### src/rtl/dwd_pkg.sv
package dwd_pkg;
    localparam int ACT_W = 8;
    localparam int NIB_W = 4;
    localparam int LANES = 4;
    localparam int OUT_W = 20;
    localparam int PROD_W = ACT_W + NIB_W + 1;

    typedef struct packed {
        logic                    vld;
        logic                    wide;
        logic signed [OUT_W-1:0] dot;
    } dwd_state_t;
endpackage

### src/rtl/dwd_part_mul.sv
module dwd_part_mul #(
    parameter int ACT_W = 8,
    parameter int NIB_W = 4,
    localparam int PROD_W = ACT_W + NIB_W + 1
) (
    input  logic signed [ACT_W-1:0]  act,
    input  logic        [NIB_W-1:0]  nib,
    input  logic                     nib_signed,
    output logic signed [PROD_W-1:0] prod
);
    logic signed [NIB_W:0] w_ext;

    always_comb begin
        w_ext = {nib_signed & nib[NIB_W-1], nib};
        prod  = PROD_W'(act) * PROD_W'(w_ext);
    end
endmodule

### src/rtl/dwd_fuse_sum.sv
module dwd_fuse_sum #(
    parameter int LANES  = 4,
    parameter int PROD_W = 13,
    parameter int NIB_W  = 4,
    parameter int OUT_W  = 20
) (
    input  logic [LANES*PROD_W-1:0] prods,
    input  logic                    wide,
    output logic signed [OUT_W-1:0] sum
);
    logic signed [OUT_W-1:0] term [LANES];

    for (genvar i = 0; i < LANES; i++) begin : g_term
        logic signed [PROD_W-1:0] p;
        assign p = prods[i*PROD_W +: PROD_W];
        if (i % 2 == 1) begin : g_hi
            assign term[i] = wide ? (OUT_W'(p) <<< NIB_W) : OUT_W'(p);
        end else begin : g_lo
            assign term[i] = OUT_W'(p);
        end
    end

    always_comb begin
        sum = '0;
        for (int i = 0; i < LANES; i++) begin
            sum = sum + term[i];
        end
    end
endmodule

### src/rtl/dwd_dot_lane.sv
module dwd_dot_lane
    import dwd_pkg::*;
#(
    parameter int P_ACT_W = ACT_W,
    parameter int P_NIB_W = NIB_W,
    parameter int P_LANES = LANES,
    localparam int P_PROD_W = P_ACT_W + P_NIB_W + 1
) (
    input  logic                       clk,
    input  logic                       rst_n,
    input  logic                       in_valid,
    input  logic                       wide_mode,
    input  logic [P_LANES*P_ACT_W-1:0] act_vec,
    input  logic [P_LANES*P_NIB_W-1:0] wt_nibs,
    output logic                       out_valid,
    output logic [OUT_W-1:0]           dot_out
);
    localparam int A_MIN = -(2 ** (P_ACT_W - 1));
    localparam int A_MAX = (2 ** (P_ACT_W - 1)) - 1;
    localparam int N_MIN = -(2 ** (P_NIB_W - 1));
    localparam int N_MAX = (2 ** (P_NIB_W - 1)) - 1;
    localparam int W_MIN = -(2 ** (2 * P_NIB_W - 1));
    localparam int W_MAX = (2 ** (2 * P_NIB_W - 1)) - 1;
    localparam int NAR_HI = P_LANES * A_MIN * N_MIN;
    localparam int NAR_LO = P_LANES * ((A_MIN * N_MAX < A_MAX * N_MIN) ? A_MIN * N_MAX : A_MAX * N_MIN);
    localparam int WID_HI = (P_LANES / 2) * A_MIN * W_MIN;
    localparam int WID_LO = (P_LANES / 2) * ((A_MIN * W_MAX < A_MAX * W_MIN) ? A_MIN * W_MAX : A_MAX * W_MIN);

    logic [P_LANES*P_PROD_W-1:0] prods;
    logic signed [OUT_W-1:0]     sum;
    dwd_state_t                  st_d, st_q;

    for (genvar i = 0; i < P_LANES; i++) begin : g_mul
        localparam int PAIR_BASE = i - (i % 2);
        logic [P_ACT_W-1:0] act_sel;
        logic               nib_sgn;
        assign act_sel = wide_mode ? act_vec[PAIR_BASE*P_ACT_W +: P_ACT_W]
                                   : act_vec[i*P_ACT_W +: P_ACT_W];
        assign nib_sgn = !wide_mode || (i % 2 == 1);
        dwd_part_mul #(.ACT_W(P_ACT_W), .NIB_W(P_NIB_W)) part_i (
            .act        (act_sel),
            .nib        (wt_nibs[i*P_NIB_W +: P_NIB_W]),
            .nib_signed (nib_sgn),
            .prod       (prods[i*P_PROD_W +: P_PROD_W])
        );
    end

    dwd_fuse_sum #(.LANES(P_LANES), .PROD_W(P_PROD_W), .NIB_W(P_NIB_W), .OUT_W(OUT_W)) fuse_i (
        .prods (prods),
        .wide  (wide_mode),
        .sum   (sum)
    );

    always_comb begin
        st_d     = st_q;
        st_d.vld = in_valid;
        if (in_valid) begin
            st_d.wide = wide_mode;
            st_d.dot  = sum;
        end
    end

    always_ff @(posedge clk) begin
        if (!rst_n) begin
            st_q <= '0;
        end else begin
            st_q <= st_d;
        end
    end

    assign out_valid = st_q.vld;
    assign dot_out   = st_q.dot;

    a_r2_valid_follows: assert property (@(posedge clk) disable iff (!rst_n)
        in_valid |=> out_valid);
    a_r2_no_spurious_valid: assert property (@(posedge clk) disable iff (!rst_n)
        !in_valid |=> !out_valid);
    a_r6_hold_when_idle: assert property (@(posedge clk) disable iff (!rst_n)
        !in_valid |=> $stable(dot_out));
    a_r8_narrow_range: assert property (@(posedge clk) disable iff (!rst_n)
        (out_valid && !st_q.wide) |->
            ($signed(dot_out) >= NAR_LO && $signed(dot_out) <= NAR_HI));
    a_r8_wide_range: assert property (@(posedge clk) disable iff (!rst_n)
        (out_valid && st_q.wide) |->
            ($signed(dot_out) >= WID_LO && $signed(dot_out) <= WID_HI));
endmodule

### config.mk
export PLATFORM = sky130hd
export DESIGN_NAME = dwd_dot_lane
export DESIGN_NICKNAME = d
export VERILOG_FILES = /design/src/rtl/dwd_pkg.sv /design/src/rtl/dwd_part_mul.sv /design/src/rtl/dwd_fuse_sum.sv /design/src/rtl/dwd_dot_lane.sv
export SDC_FILE = /design/constraint.sdc
export NUM_CORES = 1
export LEC_CHECK = 0
export ABC_AREA = 1
export CAP_MARGIN = 20
export CORE_AREA = 2 2 158 160
export DETAILED_ROUTE_END_ITERATION = 6
export DIE_AREA = 0 0 160 162
export PLACE_DENSITY = 0.53
export SYNTH_ARGS = -nofsm -noshare
export SYNTH_HDL_FRONTEND = slang
export SYNTH_SLANG_ARGS = --single-unit
### constraint.sdc
create_clock -name clk -period 19 [get_ports clk]
set_clock_uncertainty 0.1 [all_clocks]
set_input_delay 5.7 -clock clk [delete_from_list [all_inputs] [get_ports clk]]
set_output_delay 5.7 -clock clk [all_outputs]
set_load 0.005 [all_outputs]
-- Word-level counts from Yosys, hierarchy flattened
Cells that the tools add are included.
Widths: inputs -> output; s select.
- flip-flop bits (word level): 21
- output and inout port bits: 21
- word-level logic and storage cells: 16
- add/sub/neg operators: 3
- $mul: 4
- mux-type cells: 4
- bitwise operators: 2
- reductions and logical operators: 1
- operators by type and width (cell ; number):
    $mux 15 ; 2
    $mul 8x5->13 ; 2
    $mul 8x4->12 ; 2
    $add 18x16->19 ; 1
    $add 17x13->18 ; 1
    $add 13x16->17 ; 1
    $mux 8 ; 2
    $and 1x1->1 ; 2
    $logic_not 1->1 ; 1

-- Depth between registers and ports, before layout
- word-level depth: 6
- mapped depth: 43

-- Modules after synthesis
A second synthesis with hierarchy kept.
- cell total of the unflattened synthesis: 1553
- area total of the unflattened synthesis: 9944.5 um^2
- modules (own cells, without submodules) (module ; instances ; cells each ; area an instance (um^2)):
    dwd_fuse_sum ; 1 ; 354 ; 2248.4
    dwd_part_mul (g_mul[0].part_i) ; 1 ; 259 ; 1647.8
    dwd_part_mul (g_mul[2].part_i) ; 1 ; 255 ; 1644.1
    dwd_part_mul (g_mul[3].part_i) ; 1 ; 251 ; 1639.1
    dwd_part_mul (g_mul[1].part_i) ; 1 ; 251 ; 1635.3
    dwd_dot_lane ; 1 ; 183 ; 1129.8

-- Worst setup path before layout
Ideal clock, no wire load.
- kind: input to register
- start point: input port wide_mode
- end point: register st_q (netlist bit dot_out[16])
- library setup time: 0.117 ns
- arrival: 12.947 ns
- data required time: 18.783 ns
- slack: 5.836 ns
- stages on the path: 39
- cells stage by stage: buf_6 > buf_2 > nand2_1 > a21boi_0 > nand2_1 > fa_1 > fa_1 > fa_1 > inv_1 > ha_1 > inv_1 > fa_1 > o21ai_0 > nand2_1 > nand2_1 > inv_1 > nand2_1 > nand3_2 > (+3 left out) > ha_1 > inv_1 > fa_1 > inv_1 > fa_1 > inv_1 > fa_1 > inv_1 > ha_1 > ha_1 > nand2_1 > inv_1 > nand2_1 > nand2_1 > a21oi_1 > a21oi_1 > nor2_1 > nor2_1
- longest elaborated chain between the ends: 6
- elaborated cells on any way between the ends: 14
- those cells by class: 3 x add/sub; 4 x mul; 4 x mux; 2 x bitwise; 1 x reduce/logical
- ends and longest elaborated chain (item ; line ; RTL):
    from (decl) ; dwd_dot_lane.sv:12 ; input logic wide_mode,
    $mux 8 or $logic_not 1->1 (tied branches) ; n/a ;
    $mul 8x4->12 or $and 1x1->1 (tied branches) ; dwd_part_mul.sv:15, dwd_part_mul.sv:14 ;
    $mux 15 or $mul 8x5->13 (tied branches) ; dwd_fuse_sum.sv:17, dwd_part_mul.sv:15 ;
    $add 13x16->17 ; dwd_fuse_sum.sv:26 ; sum = sum + term[i];
    $add 17x13->18 ; dwd_fuse_sum.sv:26 ;
    $add 18x16->19 * ; dwd_fuse_sum.sv:26 ;
    to (signal assigned) ; dwd_dot_lane.sv:67 ; st_q <= st_d;
    to (decl) ; dwd_dot_lane.sv:31 ; dwd_state_t st_d, st_q;
Mark *: on every way between the ends. The rest lies on a longest branch, timed or not.
A chain may end at the register's enable or synchronous reset.

-- Worst setup path after layout
- start point: input port wide_mode
- end point: register st_q (netlist bit dot_out[18])
Same word-level chain as after synthesis.

==> flow_summary_export.csv <==
group,metric,value,unit
die,die_height,162,um
die,rows,57,
worst_setup_path,critPathLaunchType,"input pin",
finish,area_delta_synth_final,13.47,%
clocking,ctsHtreeMaxLevel,1,
worst_setup_path,max_stage_delay,570,ps
sta,fin_crit_sh,74.44,%
place,placed_area,9146,sq um
synthesis,synth_top_cell_area_share,37.44,%
finish,nets,1443,
finish,stdcell_area,9221,sq um
synthesis,yosysWarningCount,0,
sta,max_slew_margin,30.60,%
sta,worst_slew_pin_slew,1038,ps
route,viasPerCell,4.521,
synthesis,synth.area.top_cells,"fa_1, ha_1, nand2_1, inv_1, dfxtp_1",
sta,rsz0062_at_grt,"false",
global_routing,antenna_found_initial,0,
clocking,clk_path_buf_depth,2,
die,ios,73,
route,wl_per_cell,13.01,um
synthesis,postSynthRegisterBits,20,
synthesis,synth_cell_types,31,
route,wl,19000,um
die,start_util,33.71,%
synthesis,synthesis.nets,1387,
clocking,cts.sinks,20,
finish,antenna_cells,0,
clocking,post_cts_buffers,0,
worst_setup_path,crit_required,19050,ps
die,design.die.area,25920,sq um
sta,drv_slew,0,
synthesis,synth_top_area_cell,"fa_1",
clocking,hold_buffers,0,
global_routing,grt_first_pass_wirelength,32460,um
synthesis,synth_ff_type,"dfxtp_1",
sta,finalHoldViolCount,0,
die,die_width,160,um
synthesis,syn_area,8127,sq um
global_routing,grtUsageTotal,15.24,%
clocking,post_cts_resized,0,
worst_setup_path,worst-setup-path-type,"input pin to flip-flop",
clocking,cts_made_buffers,3,
route,drc,0,
route,dr.pass1.iters,5,
finish,drive_gt1_share,2.465,%
global_routing,grt.overflow.total,0,
finish,fillers,2603,
sta,setup_tns,0,ps
die,core-area,24110,sq um
worst_setup_path,critPathArrivalTime,14200,ps
place,gp_congestion,0.8432,
sta,min_period,14140,ps
worst_setup_path,path_max_fanout,49,
run_status,outcome,"finished clean",
route,drt_iter0_drc,287,
clocking,clkTransAtPathRegs,50,ps
place,place_hpwl,17410,um
global_routing,grt_max_degree,50,
worst_setup_path,cpMostUsedCell,"nand2_1",
worst_setup_path,crit_slowest_cell,"fa_1",
clocking,tritoncts,"built",
route,vias,6601,
synthesis,async_reset_ff_share,0,%
worst_setup_path,crit_path_end_kind,"flip-flop",
clocking,insertion_delay,250,ps
synthesis,syn_avg_cell_area,7.511,sq um
synthesis,synth_edf_count,0,
route,ant_nets,0,
sta,fmax,70.70,MHz
global_routing,grt_pass1_vias,6517,
synthesis,synth_seq_area_share,4.927,%
synthesis,synth_cells,1082,
finish,fin_util,38.25,%
sta,setup_viol,0,
place,portBuffers,72,
worst_hold_path,holdCritPathClass,"flip-flop to flip-flop",
run,maxCapViolCount,0,
clocking,root_buffer,"clkbuf_16",
## synth_stat cells (2+ instances only)
library cell  instances
nand3_1              42
ha_1                101
a21oi_1              18
inv_2                 3
nand3b_1              3
a21boi_0              2
dfxtp_1              20
o21ai_2               5
or2_2                11
buf_2                 6
o21ai_0              32
o22ai_1               2
clkbuf_1             13
xnor2_1               8
nor3_1                5
inv_1               259
nand2_1             264
or2_1                 2
nor2_4                2
buf_6                 2
o21bai_1              3
nor2_1              105
xor2_1               13
nand4_1               3
fa_1                152
## worst max-delay path, delay by kind of cell
kind	cells	cell delay [ps]
buffers and inverters	10	1250
adders and majority gates	12	5010
and+or+nand+nor	15	1790
AOI/OAI and AO/OA	3	400
## per-layer routing
layer | vias up | part of all wire, % | wire [um] | global-route usage [%]
met5 | - | 0 | 0 | 0
met4 | 0 | 1.9 | 352 | 2.703
met3 | 21 | 3.8 | 719 | 1.251
met2 | 119 | 49 | 9382 | 26.15
met1 | 3149 | 45 | 8541 | 21.37
li1 | 3312 | - | - | -
## layout by cell type, fill, tap and decap left out, types with 2 or more instances in the layout
cell	n
nand2_1	264
inv_1	259
fa_1	152
nor2_1	105
ha_1	101
clkdlybuf4s50_1	71
nand3_1	42
o21ai_0	32
dfxtp_1	20
a21oi_1	18
xor2_1	13
or2_2	11
xnor2_1	8
o21ai_2	5
nor3_1	5
inv_2	3
o21bai_1	3
nand4_1	3
nand3b_1	3
clkbuf_16	3
nor2_4	2
or2_1	2
a21boi_0	2
o22ai_1	2
## state kept, by name, indices dropped and copies added, names as in the netlist
register,cells
dot_out,19
out_valid,1
## layout make-up
type	instances	area (sq um)	share of cell area, %
clock buffer	3	75.07	0.8141
inverter	263	987.2	10.71
multi-input combinational	777	6630	71.90
sequential	20	400.4	4.342
tap	324	405.4	4.396
timing repair buffer	73	723.2	7.843
## final timing paths
kind | from | to | slack, ps | cells past startpoint
max | wide_mode | dot_out[18] | 4860 | 40
min | dot_out[11] | dot_out[11] | 400 | 2
max reg2reg | dot_out[17] | dot_out[17] | 18200 | 4
min reg2reg | dot_out[11] | dot_out[11] | 400 | 2
## cell families (layout without fill, tap and decap cells)
group	count (synthesis)	count (layout)	share of synthesized area, %
AO/OA/AOI/OAI	64	64	4.403
XOR/XNOR	21	21	2.263
adder cells (fa/ha/maj)	253	253	52.99
buffers and inverters	285	339	13.49
flip-flops	20	20	4.927
AND/OR/NAND/NOR	439	439	21.92
## stage by stage
step                setup WS, ps  hold WS (ps)  cells
global placement            4672         369.5   1457
finish                      4856         395.3   1460
CTS                         4820         407.2   1460
global route                4231         428.7   1460
floorplan                   5836         372.3   1082
detailed placement          4582         394.1   1457
Power is not shown: default switching activity piles up to over one toggle a cycle in this logic, so the estimate is an artifact.
